## config.mk

```make
export PLATFORM = sky130hd
export DESIGN_NAME = ssa_adapt_engine
export DESIGN_NICKNAME = d
export VERILOG_FILES = /design/src/rtl/ssa_pkg.sv /design/src/rtl/ssa_sat_step.sv /design/src/rtl/ssa_rate_div.sv /design/src/rtl/ssa_l1_over.sv /design/src/rtl/ssa_adapt_engine.sv
export SDC_FILE = /design/constraint.sdc
export NUM_CORES = 1
export LEC_CHECK = 0
export ABC_CLOCK_PERIOD_IN_PS = 6700
export BUFFER_PORTS_ARGS = -buffer_cell sky130_fd_sc_hd__buf_2
export CORE_ASPECT_RATIO = 1.75
export CORE_MARGIN = 2
export CORE_UTILIZATION = 35
export CTS_CLUSTER_SIZE = 40
export DETAILED_ROUTE_END_ITERATION = 8
export GPL_ROUTABILITY_DRIVEN = 0
export GPL_TIMING_DRIVEN = 0
export PLACE_DENSITY_LB_ADDON = 0.15
export SLEW_MARGIN = 5
export SYNTH_ARGS = -nofsm -noshare
export SYNTH_HDL_FRONTEND = slang
export SYNTH_SLANG_ARGS = --single-unit
```

## constraint.sdc

```tcl
create_clock -name clk -period 6.7 [get_ports clk]
set_input_delay 1.005 -clock clk [delete_from_list [all_inputs] [get_ports clk]]
set_output_delay 1.005 -clock clk [all_outputs]
set_load 0.01 [all_outputs]
```

## src/rtl/ssa_pkg.sv

```systemverilog
package ssa_pkg;
    typedef enum logic [1:0] {
        MODE_NORMAL  = 2'd0,
        MODE_PR_HIGH = 2'd1,
        MODE_PR_LOW  = 2'd2,
        MODE_HOLD    = 2'd3
    } adapt_mode_e;
endpackage

```

## src/rtl/ssa_sat_step.sv

```systemverilog
// Saturating signed +/- STEP.
module ssa_sat_step #(
    parameter int W    = 8,
    parameter int STEP = 1
) (
    input  logic [W-1:0] cur,
    input  logic         up,
    output logic [W-1:0] nxt
);
    localparam logic signed [W:0] HI     = $signed({2'b00, {(W-1){1'b1}}});
    localparam logic signed [W:0] LO     = $signed({2'b11, {(W-1){1'b0}}});
    localparam logic signed [W:0] STEP_E = $signed((W+1)'(STEP));

    logic signed [W:0] ext_d;
    logic signed [W:0] sum_d;

    assign ext_d = $signed({cur[W-1], cur});
    assign sum_d = up ? (ext_d + STEP_E) : (ext_d - STEP_E);

    always_comb begin
        if (sum_d > HI)      nxt = HI[W-1:0];
        else if (sum_d < LO) nxt = LO[W-1:0];
        else                 nxt = sum_d[W-1:0];
    end
endmodule

```

## src/rtl/ssa_rate_div.sv

```systemverilog
// Fires on every (div+1)-th event.
module ssa_rate_div #(
    parameter int DIVW = 4
) (
    input  logic            clk,
    input  logic            rst_n,
    input  logic            event_in,
    input  logic [DIVW-1:0] div,
    output logic            fire
);
    logic [DIVW-1:0] cnt_d, cnt_q;

    assign fire = event_in && (cnt_q >= div);

    always_comb begin
        cnt_d = cnt_q;
        if (event_in) cnt_d = fire ? '0 : cnt_q + 1'b1;
    end

    always_ff @(posedge clk or negedge rst_n) begin
        if (!rst_n) cnt_q <= '0;
        else        cnt_q <= cnt_d;
    end
endmodule

```

## src/rtl/ssa_l1_over.sv

```systemverilog
// Sum of tap magnitudes compared with the peak limit.
module ssa_l1_over #(
    parameter int NTAP = 4,
    parameter int WW   = 8,
    parameter int SW   = 10
) (
    input  logic [NTAP-1:0][WW-1:0] taps,
    input  logic [SW-1:0]           limit,
    output logic                    over
);
    logic [SW-1:0] sum_d;

    always_comb begin
        sum_d = '0;
        for (int j = 0; j < NTAP; j++) begin
            if (taps[j][WW-1]) sum_d = sum_d + SW'(~taps[j] + 1'b1);
            else               sum_d = sum_d + SW'(taps[j]);
        end
        over = sum_d > limit;
    end
endmodule

```

## src/rtl/ssa_adapt_engine.sv

```systemverilog
module ssa_adapt_engine
    import ssa_pkg::*;
#(
    parameter int NTAP      = 4,
    parameter int PRE       = 1,
    parameter int WW        = 8,
    parameter int LW        = 8,
    parameter int DIVW      = 4,
    parameter int LEV_STEP  = 1,
    parameter int TAP_STEP  = 1,
    parameter int MAIN_INIT = 64,
    parameter int LEV_INIT  = 32,
    localparam int SW       = WW + $clog2(NTAP)
) (
    input  logic               clk,
    input  logic               rst_n,
    input  logic               sym_valid,
    input  logic               dec_in,
    input  logic               err_in,
    input  logic [1:0]         mode,
    input  logic [DIVW-1:0]    lev_div,
    input  logic [DIVW-1:0]    eq_div,
    input  logic [SW-1:0]      peak_lim,
    output logic [LW-1:0]      dlev_out,
    output logic [LW-1:0]      alpha_out,
    output logic [NTAP*WW-1:0] taps_out
);
    typedef struct packed {
        logic [NTAP-2:0]           dec_hist;
        logic [PRE-1:0]            err_hist;
        logic [LW-1:0]             lev_hi;
        logic [LW-1:0]             lev_lo;
        logic [NTAP-1:0][WW-1:0]   taps;
    } state_t;

    state_t st_d, st_q;

    adapt_mode_e           mode_e;
    logic [NTAP-1:0]       win;
    logic [PRE:0]          errw;
    logic                  d_n, d_n1, e_n;
    logic                  lev_gate, eq_gate;
    logic                  lev_event, eq_event, lev_fire, eq_fire;
    logic                  over;
    logic [LW-1:0]         lev_cur, lev_next;
    logic [NTAP-1:0][WW-1:0] tap_next;
    logic [LW:0]           lev_diff;

    assign mode_e = adapt_mode_e'(mode);

    // Decision window: win[0] is the newest decision, tap j pairs with win[j].
    always_comb begin
        win[0]  = dec_in;
        errw[0] = err_in;
        for (int i = 1; i < NTAP; i++) win[i]  = st_q.dec_hist[i-1];
        for (int i = 1; i <= PRE; i++) errw[i] = st_q.err_hist[i-1];
    end

    assign d_n  = win[PRE];
    assign d_n1 = win[PRE+1];
    assign e_n  = errw[PRE];

    always_comb begin
        unique case (mode_e)
            MODE_NORMAL:  begin lev_gate = d_n;          eq_gate = 1'b1;         end
            MODE_PR_HIGH: begin lev_gate = d_n & d_n1;   eq_gate = d_n & d_n1;   end
            MODE_PR_LOW:  begin lev_gate = ~d_n & d_n1;  eq_gate = ~d_n & d_n1;  end
            default:      begin lev_gate = 1'b0;         eq_gate = 1'b0;         end
        endcase
    end

    ssa_l1_over #(.NTAP(NTAP), .WW(WW), .SW(SW)) u_over (
        .taps(st_q.taps), .limit(peak_lim), .over(over)
    );

    assign lev_event = sym_valid & lev_gate;
    assign eq_event  = sym_valid & eq_gate & ~over;

    ssa_rate_div #(.DIVW(DIVW)) u_lev_div (
        .clk(clk), .rst_n(rst_n), .event_in(lev_event), .div(lev_div), .fire(lev_fire)
    );
    ssa_rate_div #(.DIVW(DIVW)) u_eq_div (
        .clk(clk), .rst_n(rst_n), .event_in(eq_event), .div(eq_div), .fire(eq_fire)
    );

    assign lev_cur = (mode_e == MODE_PR_LOW) ? st_q.lev_lo : st_q.lev_hi;

    ssa_sat_step #(.W(LW), .STEP(LEV_STEP)) u_lev_step (
        .cur(lev_cur), .up(e_n), .nxt(lev_next)
    );

    for (genvar g = 0; g < NTAP; g++) begin : g_tap
        ssa_sat_step #(.W(WW), .STEP(TAP_STEP)) u_tap_step (
            .cur(st_q.taps[g]), .up(e_n == win[g]), .nxt(tap_next[g])
        );
    end

    always_comb begin
        st_d = st_q;
        if (sym_valid) begin
            st_d.dec_hist[0] = dec_in;
            st_d.err_hist[0] = err_in;
            for (int i = 1; i < NTAP-1; i++) st_d.dec_hist[i] = st_q.dec_hist[i-1];
            for (int i = 1; i < PRE; i++)    st_d.err_hist[i] = st_q.err_hist[i-1];
        end
        if (lev_fire) begin
            if (mode_e == MODE_PR_LOW) st_d.lev_lo = lev_next;
            else                       st_d.lev_hi = lev_next;
        end
        if (over) begin
            for (int j = 0; j < NTAP; j++) begin
                if (st_q.taps[j][WW-1])      st_d.taps[j] = st_q.taps[j] + 1'b1;
                else if (st_q.taps[j] != '0) st_d.taps[j] = st_q.taps[j] - 1'b1;
            end
        end else if (eq_fire) begin
            st_d.taps = tap_next;
        end
    end

    always_ff @(posedge clk or negedge rst_n) begin
        if (!rst_n) begin
            st_q          <= '0;
            st_q.lev_hi   <= LW'(LEV_INIT);
            st_q.lev_lo   <= LW'(LEV_INIT);
            st_q.taps[PRE] <= WW'(MAIN_INIT);
        end else begin
            st_q <= st_d;
        end
    end

    assign lev_diff  = {st_q.lev_hi[LW-1], st_q.lev_hi} - {st_q.lev_lo[LW-1], st_q.lev_lo};
    assign alpha_out = lev_diff[LW:1];
    assign dlev_out  = lev_cur;
    assign taps_out  = st_q.taps;
endmodule

```

Word-level counts from Yosys, hierarchy flattened
Index checks and enable logic that the tools add are counted.
W data, S select, Z words.
{ "totals": {"ff_bits": 60, "in_bits": 25, "out_inout_bits": 48, "elab_cells": 128} }
{ "op_classes": {"n_addsub": 31, "magnitude_cmp": 13, "n_eq_ne": 10, "muxes": 34, "bitwise_logic": 12, "n_reduce_logical": 14} }
{ "op_table": {"columns": ["operator", "n"], "rows": [
  ["$mux W8", 19],
  ["$mux W32", 2],
  ["$add A8 B2 Y9 const B", 5],
  ["$gt A9 B8 Y1 const B", 5],
  ["$lt A9 B8 Y1 const B", 5],
  ["$mux W9", 5],
  ["$sub A8 B2 Y9 const B", 5],
  ["$add A10 B1 Y10 const B", 4],
  ["$mux W10", 4],
  ["$not A8 Y10", 4],
  ["$add A8 B1 Y8 const B", 4],
  ["$reduce_bool A8 Y1", 4],
  ["$sub A8 B1 Y8 const B", 4],
  ["$add A10 B10 Y10", 3],
  ["$add A10 B8 Y10", 3],
  ["$ne A3 B2 Y1 const B", 4],
  ["$reduce_and A2 Y1", 6],
  ["$gt A10 B10 Y1", 1],
  ["$sub A8 B8 Y9", 1],
  ["$add A4 B1 Y4 const B", 2],
  ["$ge A4 B4 Y1", 2],
  ["$mux W4", 2],
  ["$pmux W1 S3", 2],
  ["$and A1 B1 Y1", 5],
  ["7 further kinds", 13]
]} }

Depth between registers and ports, before layout
Gate-level depths: netlist (run 1).
{ "depth": {"word_depth": 15, "ltp_mapped": 39, "depth_no_buf": 35} }

Modules after synthesis
A second synthesis (run 1) with hierarchy kept.
{ "hier_totals": {"hier_cells": 1183, "hier_area_um2": 9683.0} }
{ "by_module_without_submodules": {"columns": ["mod", "n_inst", "cells_per_inst", "area_per_inst_um2", "seq_area_each_um2"], "rows": [
  ["ssa_adapt_engine", 1, 491, 4297.9, 1305.0],
  ["ssa_l1_over", 1, 361, 2605.0, 0.0],
  ["ssa_sat_step at g_tap[0].u_tap_step ...", 4, 53, 436.7, 0.0],
  ["ssa_rate_div", 2, 33, 301.5, 100.1],
  ["ssa_sat_step at g_tap[3].u_tap_step", 1, 53, 430.4, 0.0]
]} }

Worst setup path after synthesis (run 1)
OpenSTA, ideal clock, no wires.
{ "synth_timing": {"path_kind": "reg2reg", "startpoint": "reg, netlist name taps_out[7]", "endpoint": "reg, netlist name taps_out[3]", "setup_time_ns": 0.123, "t_arrival_ns": 6.822, "t_required_ns": 6.577, "slack_ns": -0.245, "stages_incl_launch_ff": 36, "n_path_buf": 6, "synth_period_minus_slack_ns": 6.945, "cell_sequence": "dfrtp_1 clkbuf_1 clkbuf_1 buf_1 nand2_1 o21ai_0 inv_1 fa_1 o21bai_1 a21oi_1 a21o_1 xor2_1 ha_1 clkbuf_1 and2_1 a31oi_1 a31oi_1 a21oi_1 xnor2_1 ha_1 or2_2 a21oi_1 a31oi_1 a21oi_1 mux2i_1 xnor2_1 ha_1 nand4_1 nor2_1 a21oi_1 o211a_1 nor2_1 clkbuf_1 buf_1 o21ai_0 o221a_2"} }
{ "synth_between": {"elab_chain_len": 15, "elab_cells_between_ends": 30, "cone_classes": "add/sub: 9; order compare: 3; eq/ne: 1; mux: 10; bitwise: 3; reduce/logical: 4"} }
{ "synth_rtl": {"columns": ["element", "line_no", "text"], "rows": [
  ["$not A8 Y10", "ssa_l1_over.sv:16", "if (taps[j][WW-1]) sum_d = sum_d + SW'(~taps[j] + 1'b1);"],
  ["$add A10 B1 Y10", "ssa_l1_over.sv:16", null],
  ["$mux W10", "ssa_l1_over.sv:16", null],
  ["$add A10 B8 Y10 / $add A10 B10 Y10 (equally long branches)", "ssa_l1_over.sv:17, ssa_l1_over.sv:16", null],
  ["$mux W10", "ssa_l1_over.sv:16", null],
  ["$add A10 B8 Y10 / $add A10 B10 Y10 (equally long branches)", "ssa_l1_over.sv:17, ssa_l1_over.sv:16", null],
  ["$mux W10", "ssa_l1_over.sv:16", null],
  ["$add A10 B8 Y10 / $add A10 B10 Y10 (equally long branches)", "ssa_l1_over.sv:17, ssa_l1_over.sv:16", null],
  ["$mux W10", "ssa_l1_over.sv:16", null],
  ["$gt A10 B10 Y1", "ssa_l1_over.sv:19", "over = sum_d > limit;"],
  ["$not A1 Y1", "ssa_adapt_engine.sv:77", "assign eq_event = sym_valid & eq_gate & ~over;"],
  ["$and A1 B1 Y1", "ssa_adapt_engine.sv:77", null],
  ["$logic_and A1 B1 Y1", "ssa_rate_div.sv:13", "assign fire = event_in && (cnt_q >= div);"],
  ["$reduce_bool A2 Y1 (no line)", null, null],
  ["$reduce_and A2 Y1 (no line)", null, null]
]} }
Several ways; a longest one is shown, not always the timed one. The select of a mux whose other input is x is not followed.
A chain may end at the register's enable or synchronous reset.

Final worst setup path (run 1)
{ "layout_timing": {"startpoint": "reg, netlist name taps_out[1]", "endpoint": "reg, netlist name taps_out[17]"} }
{ "layout_between": {"elab_chain_len": 15, "elab_cells_between_ends": 20, "cone_classes": "add/sub: 7; order compare: 1; eq/ne: 1; mux: 5; bitwise: 3; reduce/logical: 3"} }
{ "layout_rtl": {"columns": ["element", "line_no"], "rows": [
  ["$not A8 Y10", "ssa_l1_over.sv:16"],
  ["$add A10 B1 Y10", "ssa_l1_over.sv:16"],
  ["$mux W10 (*)", "ssa_l1_over.sv:16"],
  ["$add A10 B8 Y10 / $add A10 B10 Y10 (equally long branches)", "ssa_l1_over.sv:17, ssa_l1_over.sv:16"],
  ["$mux W10 (*)", "ssa_l1_over.sv:16"],
  ["$add A10 B8 Y10 / $add A10 B10 Y10 (equally long branches)", "ssa_l1_over.sv:17, ssa_l1_over.sv:16"],
  ["$mux W10 (*)", "ssa_l1_over.sv:16"],
  ["$add A10 B8 Y10 / $add A10 B10 Y10 (equally long branches)", "ssa_l1_over.sv:17, ssa_l1_over.sv:16"],
  ["$mux W10 (*)", "ssa_l1_over.sv:16"],
  ["$gt A10 B10 Y1 (*)", "ssa_l1_over.sv:19"],
  ["$not A1 Y1", "ssa_adapt_engine.sv:77"],
  ["$and A1 B1 Y1", "ssa_adapt_engine.sv:77"],
  ["$logic_and A1 B1 Y1", "ssa_rate_div.sv:13"],
  ["$reduce_bool A2 Y1 (no line)", null],
  ["$reduce_and A2 Y1 (no line)", null]
]} }
Mark *: on every way between the ends. The rest lies on a longest branch, timed or not.

==> impl_metrics.yaml, run 1 <==
outcome:
  status: "finished, final reports clean"
drt:
  dr.pass1.iters: 5
  route.detailed.drc: 0
  antenna_violating_nets_post_route: 0
  post_drt_via_cell_ratio: 5.60
  routed_wire_length_per_instance_um: 18.2
  drt-total-wl_um: 29300
  drt-initial-drc-count: 383
  vias: 9036
clocking:
  cts-hold-fix-buffers: 0
  cts.clk_slew.worst_paths_ns: 0.06
  tritoncts_clock_tree: "built"
  cts_buffers: 9
  clk_latency_ns: 0.35
  root_buffer_master: "sky130_fd_sc_hd__clkbuf_16"
  cts-root-to-sink-buffers: 2
  sinks_on_clock_net: 60
  cts-htree-levels: 3
timing:
  number_of_pins_with_negative_max_slew_slack_in_the_final_report: 0
  worst_slack_ns: 0.0860
  slew-limit-headroom_pct: 17.9
  final_hold_viols: 0
  timing.final.setup_violations: 0
  clock.fmax_mhz: 151
  rsz0062_at_grt: "true"
  fin_worst_skew_ns: 0.0108
  worst_margin_pin_slew_ns: 1.22
  post-route-min-period_ns: 6.61
  period_share_pct: 98.7
  fin_setup_tns_ns: 0
finish:
  finish.utilization_pct: 45.5
  final_layout_size_suffix_gt1_share_pct: 28.2
  synthToLayoutAreaGrowth_pct: 28.5
  stdcell_count: 1613
  layout.cells.most_common: "sky130_fd_sc_hd__ha_1"
  highest_count_cells_in_the_layout_ignoring_fill_and_taps: "110 x sky130_fd_sc_hd__ha_1, 93 x sky130_fd_sc_hd__inv_1, 88 x sky130_fd_sc_hd__buf_4, 74 x sky130_fd_sc_hd__a21oi_1, 73 x sky130_fd_sc_hd__nor2_1"
  nNetsFinal: 1449
  diodes: 0
floorplanning:
  fp-row-count: 78
  placeable_area_mm2: 0.0258
  horizontal_die_dimension_um: 126
  initial_core_utilization_pct: 35.4
  floorplan.die.height_um: 218
  pin_count: 73
  fp.dieArea_mm2: 0.0274
placed_design:
  dp.cells: 1533
  preCtsSetupSlack_ns: -2.40
  detailed_place_hpwl_um: 22700
  numPortBuffers: 71
setup_path:
  worstSetupEndpointType: "register"
  worst_ep_required_time_ns: 6.93
  cp_num_buf_inv: 4
  largest_stage_delay_worst_path_ns: 0.45
  category_of_cells_accounting_for_the_largest_share_of_critical_path_delay: "simple AND/OR/NAND/NOR gates"
  worst_setup_path_start_kind: "register"
  cp_max_fo: 5
  critical_path_s_slowest_cell: "sky130_fd_sc_hd__dfrtp_2"
  crit_arrival_ns: 6.85
  critPathKind: "reg2reg"
logic_synthesis:
  yosys.area.top_type: "sky130_fd_sc_hd__ha_1"
  ys_types: 81
  mappedNetlistNets: 1302
  synth.avg_cell_area_um2: 8.00
  dominantRegCellSynth: "sky130_fd_sc_hd__dfrtp_1"
  synth-seq-cells: 60
  synth_enable_flop_cells: 0
  synth_warnings: 0
  yosys.area.top_type_share_pct: 17.0
  synth.yosys.seq_area_share_pct: 16.5
  synth_cells: 1141
  async_flop_share_pct: 100
  netlist_top_cells_area: "sky130_fd_sc_hd__ha_1 17%, sky130_fd_sc_hd__dfrtp_1 16%, sky130_fd_sc_hd__a21oi_1 4.8%"
  post_synth_instance_area_mm2: 0.00912
run:
  max-cap-violations: 0
grt:
  first_global_vias: 9022
  pin_count_of_the_biggest_net_entering_global_routing: 45
  gr-total-overflow: 0
  grt_first_pass_wirelength_um: 45800
  grt_use_met2_pct: 41.5
  grtUsageMet3_pct: 2.01
  global_route.usage.met1_pct: 20.7
  antenna_found_initial: 0
  busiest_layer: "met2"
  grt.total_usage_pct: 20.7
hold_path:
  worstHoldPathType: "reg2reg"
per-stage QoR:
stage                     hold WS [ns]  instance area, um^2
after floorplan                  0.458                 9140
after global placement           0.504                 9900
after detailed placement         0.503                 9930
after CTS                        0.516                10700
after global routing             0.534                11700
final                            0.516                11700
worst reg2reg max path, delay by kind of cell (launching register included):
kind	cells	cell delay [ns]
xor+xnor	4	0.62
compound gates	10	1.48
buf+inv	4	0.56
fa+ha+maj	4	1.00
flops	1	0.45
simple gates	11	2.38
cells in the mapped netlist (27+ instances only):
cell                      instances
sky130_fd_sc_hd__nor2_1          78
sky130_fd_sc_hd__inv_1          101
sky130_fd_sc_hd__nand3_1         28
sky130_fd_sc_hd__nand2_1         49
sky130_fd_sc_hd__xor2_1          28
sky130_fd_sc_hd__nor2b_1         27
sky130_fd_sc_hd__nor3_1          31
sky130_fd_sc_hd__a21oi_1         88
sky130_fd_sc_hd__xnor2_1         49
sky130_fd_sc_hd__o21ai_0         66
sky130_fd_sc_hd__ha_1           124
sky130_fd_sc_hd__buf_4           33
sky130_fd_sc_hd__dfrtp_1         57
sequential cells by signal, summed over array words and instances (netlist names):
name and count:
d_n1 1, u_lev_div.cnt_q 4, taps_out 32, e_n 1, d_n 1, st_q 17
u_eq_div.cnt_q 4
routing by layer:
metal  routed length, um  vias up
met5                   0        -
met1               10600     4378
li1                    -     4419
met2               16400      161
met3                 692       78
met4                1730        0
area by class of cell:
type	instances	area (um^2)
Timing Repair Buffer	139	972
Inverter	104	402
Fill cell	2657	14000
Sequential cell	60	1510
Tap cell	320	400
Clock inverter	7	76.3
Clock buffer	9	225
Buffer	61	430
Multi-Input combinational cell	913	7700
repair_timing:
action                                  CTS  global route
gates cloned                              0             3
endpoints found under the setup margin   36            36
pin swaps                                24            74
setup buffers                            29            37
gates resized for setup                  78           133
final timing paths:
check	from	to	slack, ns	cells after the start
max in group asynchronous	rst_n	st_q[37]$_DFFE_PN1P_	5.57	2
setup / recovery	taps_out[1]$_DFFE_PN0P_	taps_out[17]$_DFFE_PN0P_	0.09	33
hold / removal	st_q[37]$_DFFE_PN1P_	st_q[37]$_DFFE_PN1P_	0.52	2
setup reg to reg	taps_out[1]$_DFFE_PN0P_	taps_out[17]$_DFFE_PN0P_	0.09	33
hold reg to reg	st_q[37]$_DFFE_PN1P_	st_q[37]$_DFFE_PN1P_	0.52	2
min in group asynchronous	rst_n	u_eq_div.cnt_q[1]$_DFFE_PN0P_	0.55	1
cell families after synthesis:
| group | count (synthesis) | share of synthesized area [%] |
|---|---|---|
| xor+xnor | 77 | 7.39 |
| fa+ha+maj | 136 | 19.6 |
| flops | 60 | 16.5 |
| compound gates | 348 | 25.9 |
| simple gates | 310 | 17.4 |
| mux | 40 | 4.87 |
| buf+inv | 170 | 8.37 |
Power of run 1 is left out: the tool's default activity adds up to more than one toggle a clock period on the data nets, which glitch-free logic cannot reach.
==> inputs of run 2 (changes only) <==
Settings changed: CORE_UTILIZATION 35 to 57, SKIP_CTS_REPAIR_TIMING set to 1.
==> run 2 against run 1 <==
Compared with the run above: core utilization rose by 26 points; cell area fell by 3.3%; die area fell by 38%; first-iteration DRC count rose by 81%; the run now ends with setup timing left; highest routed layer unchanged; global-route usage rose by 9.2 points; register-to-register slack got worse by 0.45 ns; wire length fell by 3.9%; flip-flop and latch count did not move; hold slack got worse by 0.0050 ns.
==> impl_metrics.yaml, run 2 (synthesized netlist as in run 1, its figures left out) <==
setup_path:
  r2r_start: "taps_out[0]$_DFFE_PN0P_"
  critPathKind: "reg2reg"
  largest_stage_delay_worst_path_ns: 0.47
  r2r-end: "taps_out[2]$_DFFE_PN0P_"
  crit_arrival_ns: 7.29
  reg2regPathDepth: 33
  rrSetupSlack_ns: -0.36
  cp_max_fo: 7
  startpoint: "taps_out[0]$_DFFE_PN0P_"
  worst_setup_path_start_kind: "register"
  worstSetupEndpointType: "register"
  worst_ep_required_time_ns: 6.93
  critical_path_s_slowest_cell: "sky130_fd_sc_hd__dfrtp_2"
  worst_setup_path_endpoint: "taps_out[2]$_DFFE_PN0P_"
floorplanning:
  fp.dieArea_mm2: 0.0171
  placeable_area_mm2: 0.0158
  pin_count: 73
  floorplan.die.height_um: 171
  initial_core_utilization_pct: 57.7
  fp-row-count: 61
  horizontal_die_dimension_um: 99.6
drt:
  post_drt_via_cell_ratio: 6.35
  drt-initial-drc-count: 693
  route.detailed.drc: 0
  antenna_violating_nets_post_route: 0
  routed_wire_length_per_instance_um: 19.2
  dr.pass1.iters: 6
  drt-total-wl_um: 28200
  vias: 9346
clocking:
  cts_buffers: 9
  cts-htree-levels: 3
  clk_latency_ns: 0.34
  root_buffer_master: "sky130_fd_sc_hd__clkbuf_16"
  cts.clk_slew.worst_paths_ns: 0.06
  tritoncts_clock_tree: "built"
  cts-root-to-sink-buffers: 2
  sinks_on_clock_net: 60
timing:
  post-route-min-period_ns: 7.06
  final_hold_viols: 0
  rsz0062_at_grt: "true"
  timing.final.setup_violations: 33
  clock.fmax_mhz: 142
  number_of_pins_with_negative_max_slew_slack_in_the_final_report: 0
  fin_worst_skew_ns: 0.00992
  worst_slack_ns: -0.364
  period_share_pct: 105
  worst_margin_pin_slew_ns: 1.10
  slew-limit-headroom_pct: 26.7
grt:
  grt.total_usage_pct: 29.9
  pin_count_of_the_biggest_net_entering_global_routing: 61
  first_global_vias: 8707
  gr-total-overflow: 0
  grt_first_pass_wirelength_um: 41200
  antenna_found_initial: 0
placed_design:
  numPortBuffers: 71
  dp.cells: 1401
  detailed_place_hpwl_um: 19800
finish:
  stdcell_count: 1471
  layout.cells.most_common: "sky130_fd_sc_hd__ha_1"
  synthToLayoutAreaGrowth_pct: 24.2
  finish.utilization_pct: 71.7
  highest_count_cells_in_the_layout_ignoring_fill_and_taps: "115 x sky130_fd_sc_hd__ha_1, 95 x sky130_fd_sc_hd__inv_1, 76 x sky130_fd_sc_hd__a21oi_1, 73 x sky130_fd_sc_hd__nor2_1, 72 x sky130_fd_sc_hd__buf_4"
  nNetsFinal: 1438
  diodes: 0
  largest_register_ff_count: 32
  num-fill-cells: 1231
  final_layout_size_suffix_gt1_share_pct: 25.7
hold_path:
  worstHoldPathType: "reg2reg"
outcome:
  violated_checks: "setup timing"
  status: "finished with violations"
run:
  max-cap-violations: 0
-- run 2: cell count changes in the layout (fill, tap and decap cells not counted), moves of 3 or more --
cell	previous run	this run
sky130_fd_sc_hd__ha_4	12	6
sky130_fd_sc_hd__inv_4	3	0
sky130_fd_sc_hd__xnor2_1	37	44
sky130_fd_sc_hd__xnor2_2	11	5
sky130_fd_sc_hd__ha_1	110	115
sky130_fd_sc_hd__o21ai_0	54	49
sky130_fd_sc_hd__buf_4	88	72
sky130_fd_sc_hd__clkbuf_1	14	17
-- run 2: worst min path at each step --
stage	depth (start not counted)	endpoint	start
3_3_place_gp	2	st_q[37]$_DFFE_PN1P_	st_q[37]$_DFFE_PN1P_
3_5_place_dp	2	st_q[37]$_DFFE_PN1P_	st_q[37]$_DFFE_PN1P_
6_report	2	st_q[37]$_DFFE_PN1P_	st_q[37]$_DFFE_PN1P_
5_1_grt	2	st_q[37]$_DFFE_PN1P_	st_q[37]$_DFFE_PN1P_
4_1_cts	2	st_q[37]$_DFFE_PN1P_	st_q[37]$_DFFE_PN1P_
2_1_floorplan	1	u_eq_div.cnt_q[3]$_DFFE_PN0P_	u_eq_div.cnt_q[3]$_DFFE_PN0P_
-- run 2: stage by stage --
stage	setup slack (ns)	hold slack (ns)	TNS, ns	area (um^2)
global placement	-2.05	0.499	-61.04	9730
global route	-0.584	0.556	-14.09	11300
CTS	-2.14	0.510	-64.69	10100
finish	-0.364	0.511	-6.25	11300
detailed placement	-2.09	0.499	-62.86	9740
floorplan	0.0179	0.458	0	9140
-- run 2: cell type report --
type | instances | area (um^2) | area share, %
clock inverter | 4 | 95.1 | 0.839
inverter | 104 | 394 | 3.48
clock buffer | 12 | 256 | 2.26
buffer | 62 | 448 | 3.95
tap | 189 | 236 | 2.09
timing repair buffer | 128 | 897 | 7.92
sequential | 60 | 1510 | 13.3
multi-input combinational | 912 | 7500 | 66.1
-- run 2: per-layer routing --
layer | track usage (%) | up-vias | part of all wire, %
li1 | - | 4391 | -
met2 | 57.5 | 417 | 53
met5 | 0 | - | 0
met4 | 14.4 | 0 | 6.4
met3 | 3.41 | 130 | 5.6
met1 | 31.6 | 4408 | 35
-- run 2: critical path, delay by kind of cell, from the launching register on --
family,cells,cell delay [ns]
AO/OA/AOI/OAI,12,2.49
XOR/XNOR,4,0.89
adder cells (fa/ha/maj),5,1.33
buffers and inverters,2,0.27
flip-flops,1,0.47
AND/OR/NAND/NOR,10,1.49
Power of run 2 is left out for the same reason.
==> inputs of run 3 (changes only) <==
Settings changed: CORE_UTILIZATION 57 to 45.
==> run 3 against run 2 <==
Compared with the run above: the run still ends with setup timing left; critical path depth is 3 higher; critical endpoint is now taps_out[0]$_DFFE_PN0P_; die area is 26% higher; first-iteration DRC count is 35% lower; highest routed layer unchanged; via count is 3.0% lower.
==> impl_metrics.yaml, run 3 (synthesized netlist as in run 1, its figures left out) <==
hold_path:
  worstHoldPathType: "reg2reg"
  holdCritStartpoint: "u_eq_div.cnt_q[3]$_DFFE_PN0P_"
  worst_hold_path.num_cells: 1
grt:
  grt_first_pass_wirelength_um: 42500
  gr-total-overflow: 0
  first_global_vias: 8607
  antenna_found_initial: 0
  grt.total_usage_pct: 24.6
  pin_count_of_the_biggest_net_entering_global_routing: 45
setup_path:
  worst_ep_required_time_ns: 6.99
  r2r_start: "taps_out[0]$_DFFE_PN0P_"
  critical_path_s_slowest_cell: "sky130_fd_sc_hd__o41ai_4"
  cp_max_fo: 6
  reg2regPathDepth: 36
  worstSetupEndpointType: "register"
  worst_setup_path_start_kind: "register"
  startpoint: "taps_out[0]$_DFFE_PN0P_"
  largest_stage_delay_worst_path_ns: 0.49
  crit_arrival_ns: 7.23
  critPathKind: "reg2reg"
finish:
  diodes: 0
  finish.utilization_pct: 57.3
  nNetsFinal: 1431
  largest_register_ff_count: 32
  final_layout_size_suffix_gt1_share_pct: 25.7
  stdcell_count: 1520
  final_area_mm2: 0.0114
  layout.cells.most_common: "sky130_fd_sc_hd__ha_1"
  synthToLayoutAreaGrowth_pct: 24.6
  highest_count_cells_in_the_layout_ignoring_fill_and_taps: "113 x sky130_fd_sc_hd__ha_1, 94 x sky130_fd_sc_hd__inv_1, 79 x sky130_fd_sc_hd__a21oi_1, 73 x sky130_fd_sc_hd__nor2_1, 72 x sky130_fd_sc_hd__buf_2"
floorplanning:
  pin_count: 73
  fp.dieArea_mm2: 0.0215
  fp-row-count: 68
  initial_core_utilization_pct: 46.0
  placeable_area_mm2: 0.0198
  floorplan.die.height_um: 192
  horizontal_die_dimension_um: 112
drt:
  route.detailed.drc: 0
  antenna_violating_nets_post_route: 0
  routed_wire_length_per_instance_um: 18.5
  dr.pass1.iters: 7
  post_drt_via_cell_ratio: 5.97
  drt-total-wl_um: 28200
  vias: 9067
  drt-initial-drc-count: 449
clocking:
  cts_buffers: 9
  cts-htree-levels: 3
  sinks_on_clock_net: 60
  clk_latency_ns: 0.35
  cts.clk_slew.worst_paths_ns: 0.06
  cts-root-to-sink-buffers: 2
  tritoncts_clock_tree: "built"
  root_buffer_master: "sky130_fd_sc_hd__clkbuf_16"
timing:
  timing.final.setup_violations: 23
  slew-limit-headroom_pct: 3.82
  worst_margin_pin_slew_ns: 1.43
  final_hold_viols: 0
  period_share_pct: 104
  worst_slack_ns: -0.242
  post-route-min-period_ns: 6.94
  rsz0062_at_grt: "true"
  clock.fmax_mhz: 144
  number_of_pins_with_negative_max_slew_slack_in_the_final_report: 0
  fin_worst_skew_ns: 0.00950
run:
  max-cap-violations: 0
outcome:
  status: "finished with violations"
  violated_checks: "setup timing"
placed_design:
  detailed_place_hpwl_um: 21600
  place_area_mm2: 0.00983
  numPortBuffers: 71
  dp.cells: 1458
run 3: through the flow:
| stage | setup WS (ns) | setup TNS, ns | hold WS, ns |
|---|---|---|---|
| after floorplan | 0.0179 | 0 | 0.458 |
| after global placement | -2.07 | -61.81 | 0.488 |
| after detailed placement | -2.10 | -64.61 | 0.501 |
| after CTS | -2.14 | -65.56 | 0.508 |
| after global routing | -0.500 | -12.01 | 0.519 |
| final | -0.242 | -2.25 | 0.507 |
run 3: cell type report:
cell class | count | area (um^2)
Multi-Input combinational cell | 913 | 7590
Tap cell | 245 | 307
Buffer | 62 | 437
Clock inverter | 7 | 75.1
Timing Repair Buffer | 120 | 826
Inverter | 104 | 399
Sequential cell | 60 | 1510
Clock buffer | 9 | 225
Fill cell | 1843 | 8460
run 3: metal layers:
metal	vias up	routed length, um	global-route usage [%]
li1	4389	-	-
met1	4316	10200	24.2
met2	264	15200	47.5
met3	98	904	3.20
met4	0	1890	16.3
met5	-	0	0
run 3: path summary, 6_finish.rpt:
path / slack, ns / to
setup / recovery: -0.24 / taps_out[0]$_DFFE_PN0P_
hold / removal: 0.51 / u_eq_div.cnt_q[3]$_DFFE_PN0P_
setup reg to reg: -0.24 / taps_out[0]$_DFFE_PN0P_
hold reg to reg: 0.51 / u_eq_div.cnt_q[3]$_DFFE_PN0P_
max in group asynchronous: 5.56 / st_q[45]$_DFFE_PN1P_
min in group asynchronous: 0.55 / u_eq_div.cnt_q[2]$_DFFE_PN0P_
run 3: critical path, delay by kind of cell, from the launching register on:
family	cells	cell delay (ns)
AOI/OAI and AO/OA	11	1.81
adders and majority gates	5	1.38
xor gates and xnor gates	4	0.85
DFF	1	0.46
buffers and inverters	4	0.59
and+or+nand+nor	12	1.77
Power of run 3 is left out for the same reason.
